$ cat config.mk
export PLATFORM = sky130hd
export DESIGN_NAME = serial_cfg_loader
export DESIGN_NICKNAME = d
export VERILOG_FILES = /design/src/rtl/cfg_loader_pkg.sv /design/src/rtl/cfg_tick_cnt.sv /design/src/rtl/cfg_serializer.sv /design/src/rtl/serial_cfg_loader.sv
export SDC_FILE = /design/constraint.sdc
export NUM_CORES = 1
export LEC_CHECK = 0
export BUFFER_PORTS_ARGS = -buffer_cell sky130_fd_sc_hd__buf_4
export CORE_MARGIN = 1.5
export CORE_UTILIZATION = 30
export CTS_CLUSTER_DIAMETER = 60
export DETAILED_ROUTE_END_ITERATION = 8
export GPL_ROUTABILITY_DRIVEN = 0
export GPL_TIMING_DRIVEN = 1
export PLACE_DENSITY = 0.5
export SLEW_MARGIN = 20
export SYNTH_ARGS = -nofsm -noshare
export SYNTH_HDL_FRONTEND = slang
export SYNTH_SLANG_ARGS = --single-unit
$ cat constraint.sdc
create_clock -name clk -period 2.8 [get_ports clk]
set_input_delay 0.42 -clock clk [delete_from_list [all_inputs] [get_ports clk]]
set_output_delay 0.42 -clock clk [all_outputs]
set_load 0.1 [all_outputs]
$ cat src/rtl/cfg_loader_pkg.sv
package cfg_loader_pkg;

  typedef enum logic [2:0] {
    ST_IDLE,
    ST_POWER,
    ST_PROG,
    ST_WINIT,
    ST_DATA,
    ST_FLUSH,
    ST_OK,
    ST_ERR
  } ld_state_t;

  typedef enum logic [1:0] {
    EC_NONE = 2'b00,
    EC_INIT = 2'b01,
    EC_DONE = 2'b10
  } ld_err_t;

  localparam int unsigned BYTE_W = 8;

endpackage

$ cat src/rtl/cfg_tick_cnt.sv
module cfg_tick_cnt #(
  parameter int unsigned W = 8
) (
  input  logic         clk,
  input  logic         rst_n,
  input  logic         clr,
  input  logic         en,
  output logic [W-1:0] cnt
);

  logic [W-1:0] cnt_d;

  always_comb begin
    cnt_d = cnt;
    if (clr)     cnt_d = '0;
    else if (en) cnt_d = cnt + 1'b1;
  end

  always_ff @(posedge clk or negedge rst_n) begin
    if (!rst_n) cnt <= '0;
    else        cnt <= cnt_d;
  end

endmodule

$ cat src/rtl/cfg_serializer.sv
module cfg_serializer #(
  parameter int unsigned HALF_CYCLES = 2,
  parameter int unsigned DW          = 8
) (
  input  logic                        clk,
  input  logic                        rst_n,
  input  logic                        load,
  input  logic [DW-1:0]               load_data,
  input  logic [$clog2(DW+1)-1:0]     load_bits,
  output logic                        cclk,
  output logic                        din,
  output logic                        active,
  output logic                        fin
);

  localparam int unsigned PW = (HALF_CYCLES < 2) ? 1 : $clog2(HALF_CYCLES);
  localparam int unsigned BW = $clog2(DW+1);

  logic          act_q, act_d;
  logic          hi_q, hi_d;
  logic [PW-1:0] ph_q, ph_d;
  logic [BW-1:0] bits_q, bits_d;
  logic [DW-1:0] sh_q, sh_d;
  logic          ph_last, last_bit;

  assign ph_last  = (ph_q == PW'(HALF_CYCLES-1));
  assign last_bit = (bits_q == BW'(1));
  assign fin      = act_q & hi_q & ph_last & last_bit;
  assign cclk     = hi_q;
  assign din      = sh_q[DW-1];
  assign active   = act_q;

  always_comb begin
    act_d  = act_q;
    hi_d   = hi_q;
    ph_d   = ph_q;
    bits_d = bits_q;
    sh_d   = sh_q;
    if (!act_q) begin
      if (load) begin
        act_d  = 1'b1;
        hi_d   = 1'b0;
        ph_d   = '0;
        bits_d = load_bits;
        sh_d   = load_data;
      end
    end else if (ph_last) begin
      ph_d = '0;
      if (!hi_q) begin
        hi_d = 1'b1;
      end else begin
        hi_d   = 1'b0;
        sh_d   = {sh_q[DW-2:0], 1'b0};
        bits_d = bits_q - 1'b1;
        if (last_bit) act_d = 1'b0;
      end
    end else begin
      ph_d = ph_q + 1'b1;
    end
  end

  always_ff @(posedge clk or negedge rst_n) begin
    if (!rst_n) begin
      act_q  <= 1'b0;
      hi_q   <= 1'b0;
      ph_q   <= '0;
      bits_q <= '0;
      sh_q   <= '0;
    end else begin
      act_q  <= act_d;
      hi_q   <= hi_d;
      ph_q   <= ph_d;
      bits_q <= bits_d;
      sh_q   <= sh_d;
    end
  end

endmodule

$ cat src/rtl/serial_cfg_loader.sv
module serial_cfg_loader
  import cfg_loader_pkg::*;
#(
  parameter int unsigned LEN_W           = 16,
  parameter int unsigned SETTLE_CYCLES   = 1000,
  parameter int unsigned PROG_LOW_CYCLES = 1000,
  parameter int unsigned HALF_CYCLES     = 2,
  parameter int unsigned INIT_TIMEOUT    = 100000,
  parameter int unsigned DONE_TIMEOUT    = 100000
) (
  input  logic              clk,
  input  logic              rst_n,
  input  logic              start,
  input  logic [LEN_W-1:0]  byte_len,
  input  logic [7:0]        in_data,
  input  logic              in_valid,
  output logic              in_ready,
  input  logic              in_error,
  input  logic              init_n,
  input  logic              done_in,
  output logic              pwr_en,
  output logic              prog_n,
  output logic              cclk,
  output logic              din,
  output logic              busy,
  output logic              ok,
  output logic              err,
  output logic [1:0]        err_code
);

  localparam int unsigned LIM_A = (SETTLE_CYCLES > PROG_LOW_CYCLES) ? SETTLE_CYCLES : PROG_LOW_CYCLES;
  localparam int unsigned LIM_B = (INIT_TIMEOUT > DONE_TIMEOUT) ? INIT_TIMEOUT : DONE_TIMEOUT;
  localparam int unsigned LIM   = (LIM_A > LIM_B) ? LIM_A : LIM_B;
  localparam int unsigned CW    = $clog2(LIM+1);
  localparam int unsigned SBW   = $clog2(BYTE_W+1);

  ld_state_t          state_q, state_d;
  logic [LEN_W-1:0]   left_q, left_d;
  ld_err_t            code_q, code_d;
  logic [CW-1:0]      cnt;
  logic               cnt_clr, cnt_en;
  logic               ser_load, ser_act, ser_fin;
  logic [BYTE_W-1:0]  ser_data;
  logic [SBW-1:0]     ser_bits;

  cfg_tick_cnt #(.W(CW)) u_cnt (
    .clk   (clk),
    .rst_n (rst_n),
    .clr   (cnt_clr),
    .en    (cnt_en),
    .cnt   (cnt)
  );

  cfg_serializer #(.HALF_CYCLES(HALF_CYCLES), .DW(BYTE_W)) u_ser (
    .clk       (clk),
    .rst_n     (rst_n),
    .load      (ser_load),
    .load_data (ser_data),
    .load_bits (ser_bits),
    .cclk      (cclk),
    .din       (din),
    .active    (ser_act),
    .fin       (ser_fin)
  );

  assign in_ready = (state_q == ST_DATA) && !ser_act && (left_q != '0) && !in_error;
  assign ser_data = (state_q == ST_DATA) ? in_data : '0;
  assign ser_bits = (state_q == ST_DATA) ? SBW'(BYTE_W) : SBW'(1);

  always_comb begin
    state_d  = state_q;
    left_d   = left_q;
    code_d   = code_q;
    cnt_en   = 1'b0;
    ser_load = 1'b0;
    unique case (state_q)
      ST_IDLE, ST_OK, ST_ERR: begin
        if (start) begin
          state_d = ST_POWER;
          left_d  = byte_len;
          code_d  = EC_NONE;
        end
      end
      ST_POWER: begin
        cnt_en = 1'b1;
        if (cnt == CW'(SETTLE_CYCLES-1)) state_d = ST_PROG;
      end
      ST_PROG: begin
        cnt_en = 1'b1;
        if (cnt == CW'(PROG_LOW_CYCLES-1)) state_d = ST_WINIT;
      end
      ST_WINIT: begin
        cnt_en = 1'b1;
        if (init_n) begin
          state_d = ST_DATA;
        end else if (cnt == CW'(INIT_TIMEOUT-1)) begin
          state_d = ST_ERR;
          code_d  = EC_INIT;
        end
      end
      ST_DATA: begin
        if (in_valid && in_ready) begin
          ser_load = 1'b1;
          left_d   = left_q - 1'b1;
        end else if (!ser_act && ((left_q == '0) || in_error)) begin
          state_d = ST_FLUSH;
        end
      end
      ST_FLUSH: begin
        if (!ser_act) begin
          if (done_in) begin
            state_d = ST_OK;
          end else if (cnt == CW'(DONE_TIMEOUT)) begin
            state_d = ST_ERR;
            code_d  = EC_DONE;
          end else begin
            ser_load = 1'b1;
            cnt_en   = 1'b1;
          end
        end
      end
      default: state_d = ST_IDLE;
    endcase
  end

  assign cnt_clr = (state_d != state_q);

  always_ff @(posedge clk or negedge rst_n) begin
    if (!rst_n) begin
      state_q <= ST_IDLE;
      left_q  <= '0;
      code_q  <= EC_NONE;
    end else begin
      state_q <= state_d;
      left_q  <= left_d;
      code_q  <= code_d;
    end
  end

  assign pwr_en   = (state_q != ST_IDLE);
  assign prog_n   = (state_q != ST_PROG);
  assign busy     = (state_q != ST_IDLE) && (state_q != ST_OK) && (state_q != ST_ERR);
  assign ok       = (state_q == ST_OK);
  assign err      = (state_q == ST_ERR);
  assign err_code = code_q;

endmodule

==> flow_metrics.env, run 1 <==
export IMPL_ctsResizeCount=0
export IMPL_grt_overflow_total=0
export IMPL_cts_root_buf="clkbuf_16"
export IMPL_clockBufferDepth=2
export IMPL_start_util_pct=31.0
export IMPL_netlist_instances=375
export IMPL_routed_via_density=5.50
export IMPL_die_area_um2=12500
export IMPL_critPathMostFrequentCell="buf_4"
export IMPL_drive_gt1_share_pct=23.3
export IMPL_clock_fmax_mhz=378
export IMPL_path_class="flop to primary output"
export IMPL_drtPass1Iterations=4
export IMPL_power_density_nw_per_um2=934
export IMPL_yosysSeqAreaShare_pct=37.3
export IMPL_post_dp_hpwl_um=6440
export IMPL_areaGrowthSynthToFinish_pct=17.8
export IMPL_htree_levels=2
export IMPL_antenna_cells=0
export IMPL_synth_seq_cells=53
export IMPL_yosysTopAreaCellShare_pct=37.3
export IMPL_drtIter0Drc=205
export IMPL_cp_cell_sequence="buf_4 -> or4b_1 -> nor2_1 -> o31a_1 -> buf_4"
export IMPL_slowest_delay_ps=490
export IMPL_synthTopCellsByArea="dfrtp_1 (37%), a211oi_2 (3.2%), nor3_1 (2.8%)"
export IMPL_wl_um=9000
export IMPL_yosysUniqueCellTypes=67
export IMPL_cp_start_kind="flop"
export IMPL_core_area_um2=11500
export IMPL_slowest_stage="or4b_1"
export IMPL_cts_reportedPaths_clkPinSlew_ps=70
export IMPL_grt_max_degree=54
export IMPL_netlist_area_um2=3550
export IMPL_die_x_um=112
export IMPL_die_y_um=112
export IMPL_cts_hold_buf=0
export IMPL_wl_per_cell_um=16.1
export IMPL_grt_pass1_wl_um=15200
export IMPL_maxCapViolations=0
export IMPL_placed_cells=551
export IMPL_synth_edff_count=0
export IMPL_fin_tns_setup_ps=0
export IMPL_peakVddDrop_mv=0.605
export IMPL_port_buffer_count=40
export IMPL_placed_area_um2=4010
export IMPL_synth_largest_area_cell="dfrtp_1"
export IMPL_num_rows=39
export IMPL_ioPinCount=41
export IMPL_grt_pass1_vias=3031
export IMPL_yosysWarnings=0
export IMPL_dp_slack_ps=451
export IMPL_nets=451
export IMPL_finalCritPeriodShare_pct=94.5
export IMPL_antenna_found_initial=0
export IMPL_final_cell_area_um2=4190
export IMPL_finalHoldViolations=0
export IMPL_cts_tree="yes"
export IMPL_finalSetupViolations=0
export IMPL_synth_async_reset_ratio_pct=100
export IMPL_worstPathRequired_ps=2380
export IMPL_ys_flop_type="dfrtp_1"
export IMPL_leakagePower_nw=1.71
export IMPL_cts_sinks=53
export IMPL_fillCellCount=1137
export IMPL_crit_arrival_ps=2230
export IMPL_drv_slew=0
export IMPL_relSlewSlack_pct=51.4
export IMPL_vias=3075
export IMPL_fin_worst_skew_ps=7.06
export IMPL_crit_fanout=13
export IMPL_clock_latency_ps=290
export IMPL_synth_fp_nets=411
export IMPL_worst_pin_slew_ps=729
export IMPL_layout_setup_ws_ps=154
export IMPL_rsz0062_at_grt="false"
export IMPL_postRouteAntennaNets=0
export IMPL_syn_avg_cell_area_um2=9.48
export IMPL_outcome="finished, final reports clean"
export IMPL_end_kind="primary output"
export IMPL_fin_crit_ps=2650
export IMPL_post_route_drc_count=0
export IMPL_grt_use_total_pct=14.9
export IMPL_stdcell_count=559
export IMPL_post_cts_setup_buffers=0
export IMPL_hold_class="input port to async pin"
export IMPL_cts_made_buffers=5
==> layer usage <==
metal	global-route usage [%]	vias to the layer above	wire length, µm
li1	-	1515	-
met1	20.4	1490	4330
met2	24.1	64	4250
met3	2.61	6	311
met4	4.64	0	103
met5	0	-	0
==> cell usage after synthesis (4+ instances only) <==
library cell,count
nand3_1,16
nor3_1,20
xnor2_1,6
a22o_1,7
nor3_2,4
nand2_1,23
a21oi_1,17
or2_2,4
mux2i_1,5
clkbuf_1,12
buf_6,4
nor2_1,21
dfrtp_1,53
a211oi_2,9
nand4_1,4
nor4_1,6
o31ai_1,9
a22oi_1,6
a211oi_1,4
or4_1,8
or3_1,8
a31oi_1,8
o2bb2ai_1,9
mux2_1,5
o22ai_1,7
o21ai_0,12
o22a_1,5
ha_1,5
inv_1,15
and3_1,4
==> cell usage in the layout, fill, tap and decap left out, types with 4 or more instances in the layout <==
cell	count
nor3_2	4
o22a_1	5
inv_1	15
dfrtp_1	53
or2_2	4
a31oi_1	8
a211oi_1	4
a22oi_1	6
clkbuf_16	5
a22o_1	7
nand3_1	16
o21ai_0	12
or3_1	8
xnor2_1	6
o31ai_1	9
mux2i_1	5
nor4_1	6
a211oi_2	9
ha_1	5
or4_1	8
nand4_1	4
nand2_1	23
o22ai_1	7
mux2_1	5
a21oi_1	17
nor2_1	21
nor3_1	20
and3_1	4
o2bb2ai_1	9
buf_4	56
==> kinds of logic after synthesis <==
family	Yosys count	share of synthesized area, %
DFF	53	37.3
AOI/OAI and AO/OA	113	25.1
xor gates and xnor gates	8	1.97
buffers and inverters	38	5.60
muxes	13	3.94
and+or+nand+nor	145	24.3
adders and majority gates	5	1.76
==> worst paths after layout <==
path	start	endpoint	slack (ps)	depth (start not counted)
worst max-delay path	state_q[1]	in_ready	150	5
worst min-delay path	rst_n	u_ser.sh_q[0]	190	1
worst max register to register	left_q[0]	u_cnt.cnt[4]	410	9
worst min register to register	u_ser.sh_q[4]	u_ser.sh_q[4]	490	1
max in group asynchronous	rst_n	u_cnt.cnt[11]	2140	1
min in group clk	in_data[0]	u_ser.sh_q[0]	390	3
==> layout make-up <==
type	instances	area [µm²]	share of cell area, %
flip-flops and latches	53	1330	31.7
well taps	143	179	4.27
clock buffers	6	139	3.32
repair buffers	56	420	10.0
multi-input cells	284	2030	48.5
inverters	15	56.3	1.34
clock inverters	2	37.5	0.896
==> flip-flops by register name, summed over array words and instances (netlist names) <==
name,count
left_q,16
u_ser.ph_last,1
u_ser.active,1
u_ser.sh_q,8
state_q,3
u_ser.bits_q,4
err_code,2
u_cnt.cnt,17
u_ser.cclk,1
==> worst max-delay path: cells and delay by family, from the launching register on <==
kind / cells / cell delay [ps]
and+or+nand+nor: 2 / 770
buffers and inverters: 2 / 500
DFF: 1 / 460
AOI/OAI and AO/OA: 1 / 210
==> power by group <==
group	internal, mW	total (mW)	switching, mW
Sequential	1.03	1.31	0.282
Clock	0.447	0.733	0.286
Combinational	0.723	1.87	1.15
==> through the flow <==
stage                     hold WS, ps  utilization, %  power [mW]
after floorplan                   124               -        2.81
after global placement            467            35.0        3.18
after detailed placement          473            35.0        3.19
after CTS                         221            36.5        3.95
after global routing              259            36.5        4.21
final                             188            36.5        3.91
(Power assumes the default switching activity.)
==> inputs of run 2 (changes only) <==
PLACE_DENSITY = not set   (was 0.5)
PLACE_DENSITY_LB_ADDON = 0.1   (was not set)
clock period = 3.45 ns   (was 2.8 ns; I/O delays follow)
==> run 2 against run 1 <==
Utilization fell by 0.75 points. Clock power fell by 26%. Worst hold slack improved by 82 ps. Flip-flop and latch count did not move. Sequential share of layout area rose by 0.67 points. First-iteration DRC count fell by 30%. Global-route usage rose by 0.37 points. Sequential power fell by 18%. Total power fell by 21%. Register-to-register slack improved by 400 ps. Largest power group unchanged.
==> flow_metrics.env, run 2 (same netlist as run 1, synthesis figures left out) <==
export IMPL_cp_top_family="simple AND/OR/NAND/NOR gates"
export IMPL_fin_worst_skew_ps=11.4
export IMPL_rsz0062_at_grt="false"
export IMPL_num_rows=39
export IMPL_start_util_pct=31.0
export IMPL_core_area_um2=11500
export IMPL_die_x_um=112
export IMPL_antenna_found_initial=0
export IMPL_leakagePower_nw=1.67
export IMPL_post_cts_setup_buffers=0
export IMPL_cts_made_buffers=5
export IMPL_end_kind="primary output"
export IMPL_ctsResizeCount=0
export IMPL_grt_pass1_wl_um=15300
export IMPL_hold_class="input port to async pin"
export IMPL_worst_pin_slew_ps=715
export IMPL_cts_hold_buf=0
export IMPL_fin_tns_setup_ps=0
export IMPL_reg_top3="u_cnt.cnt (17), left_q (16), u_ser.sh_q (8)"
export IMPL_dp_slack_ps=809
export IMPL_placed_area_um2=3940
export IMPL_worstPathRequired_ps=2930
export IMPL_clock_fmax_mhz=368
export IMPL_outcome="finished, final reports clean"
export IMPL_fillCellCount=1172
export IMPL_postRouteAntennaNets=0
export IMPL_final_cell_mix="dfrtp_1 (53), buf_4 (47), nand2_1 (23), nor2_1 (21), nor3_1 (20)"
export IMPL_finalSetupViolations=0
export IMPL_grt_use_total_pct=15.3
export IMPL_path_class="flop to primary output"
export IMPL_final_cell_area_um2=4100
export IMPL_mostFrequentLayoutCell="dfrtp_1"
export IMPL_drtIter0Drc=143
export IMPL_nets=442
export IMPL_cts_reportedPaths_clkPinSlew_ps=70
export IMPL_clockBufferDepth=2
export IMPL_vias=3027
export IMPL_port_buffer_count=40
export IMPL_relSlewSlack_pct=52.3
export IMPL_path_buf_inv=1
export IMPL_cp_start_kind="flop"
export IMPL_grt_pass1_vias=2988
export IMPL_die_y_um=112
export IMPL_grt_overflow_total=0
export IMPL_antenna_cells=0
export IMPL_slowest_stage="dfrtp_1"
export IMPL_finalCritPeriodShare_pct=78.8
export IMPL_crit_fanout=18
export IMPL_wl_um=9090
export IMPL_areaGrowthSynthToFinish_pct=15.4
export IMPL_cts_root_buf="clkbuf_16"
export IMPL_finalHoldViolations=0
export IMPL_die_area_um2=12500
export IMPL_cts_tree="yes"
export IMPL_cp_cell_sequence="or4b_1 -> nor2_1 -> o31a_1 -> buf_4"
export IMPL_fin_hold_ws_ps=270
export IMPL_clock_latency_ps=310
export IMPL_wl_per_cell_um=16.5
export IMPL_drive_gt1_share_pct=21.6
export IMPL_fin_crit_ps=2720
export IMPL_slowest_delay_ps=590
export IMPL_layout_setup_ws_ps=731
export IMPL_crit_arrival_ps=2200
export IMPL_finalPower_mw=3.11
export IMPL_top_register="u_cnt.cnt"
export IMPL_largest_register_ffs=17
export IMPL_power_density_nw_per_um2=757
export IMPL_drv_slew=0
export IMPL_peakVddDrop_mv=0.388
export IMPL_cts_sinks=53
export IMPL_post_dp_hpwl_um=6450
export IMPL_maxCapViolations=0
export IMPL_htree_levels=2
export IMPL_post_route_drc_count=0
export IMPL_ioPinCount=41
export IMPL_routed_via_density=5.50
export IMPL_grt_max_degree=54
export IMPL_drtPass1Iterations=4
run 2: cell types whose count changed in the layout (fill, tap and decap cells not counted):
cell / change
clkinvlp_4: -1
clkinv_2: +1
clkbuf_8: +1
buf_4: -9
bufinv_16: -1
run 2: where the power goes:
part	internal, mW	leakage, nW	switching [mW]
clock network	0.308	0.0799	0.237
registers	0.833	0.677	0.243
logic	0.562	0.909	0.922
run 2: worst register-to-register path, cell delays in order, from the launching register on:
cell	delay, ps
dfrtp_1	380
inv_1	90
ha_1	190
nor2b_1	200
nand4_2	250
o311a_1	610
nor2_2	420
mux2_2	380
run 2: per-layer routing:
metal	track usage, %	part of all wire [%]
met4	5.74	1.8
met3	3.43	4.4
met1	19.9	48
met2	24.8	46
met5	0	0
run 2: stage by stage:
step | std cells | utilization [%]
2_1_floorplan | 375 | -
3_3_place_gp | 542 | 34.4
3_5_place_dp | 542 | 34.4
4_1_cts | 550 | 35.8
5_1_grt | 550 | 35.8
6_report | 550 | 35.8
run 2: area by class of cell:
class                      instances  area (µm²)  share of cell area (%)
multi-input combinational        284        2030                    49.5
sequential                        53        1330                    32.3
timing repair buffer              47         353                    8.60
tap                              143         179                    4.36
clock buffer                       7         153                    3.72
inverter                          15        56.3                    1.37
clock inverter                     1        5.00                   0.122
run 2: path summary, 6_finish.rpt:
kind	start	slack (ps)	endpoint	cells after the start
setup reg to reg	left_q[0]	810	left_q[1]	7
hold / removal	rst_n	270	u_cnt.cnt[11]	1
setup / recovery	state_q[1]	730	in_ready	4
max in group asynchronous	rst_n	2710	u_ser.bits_q[2]	1
hold reg to reg	u_ser.sh_q[4]	490	u_ser.sh_q[4]	1
min in group clk	in_data[0]	470	u_ser.sh_q[0]	3
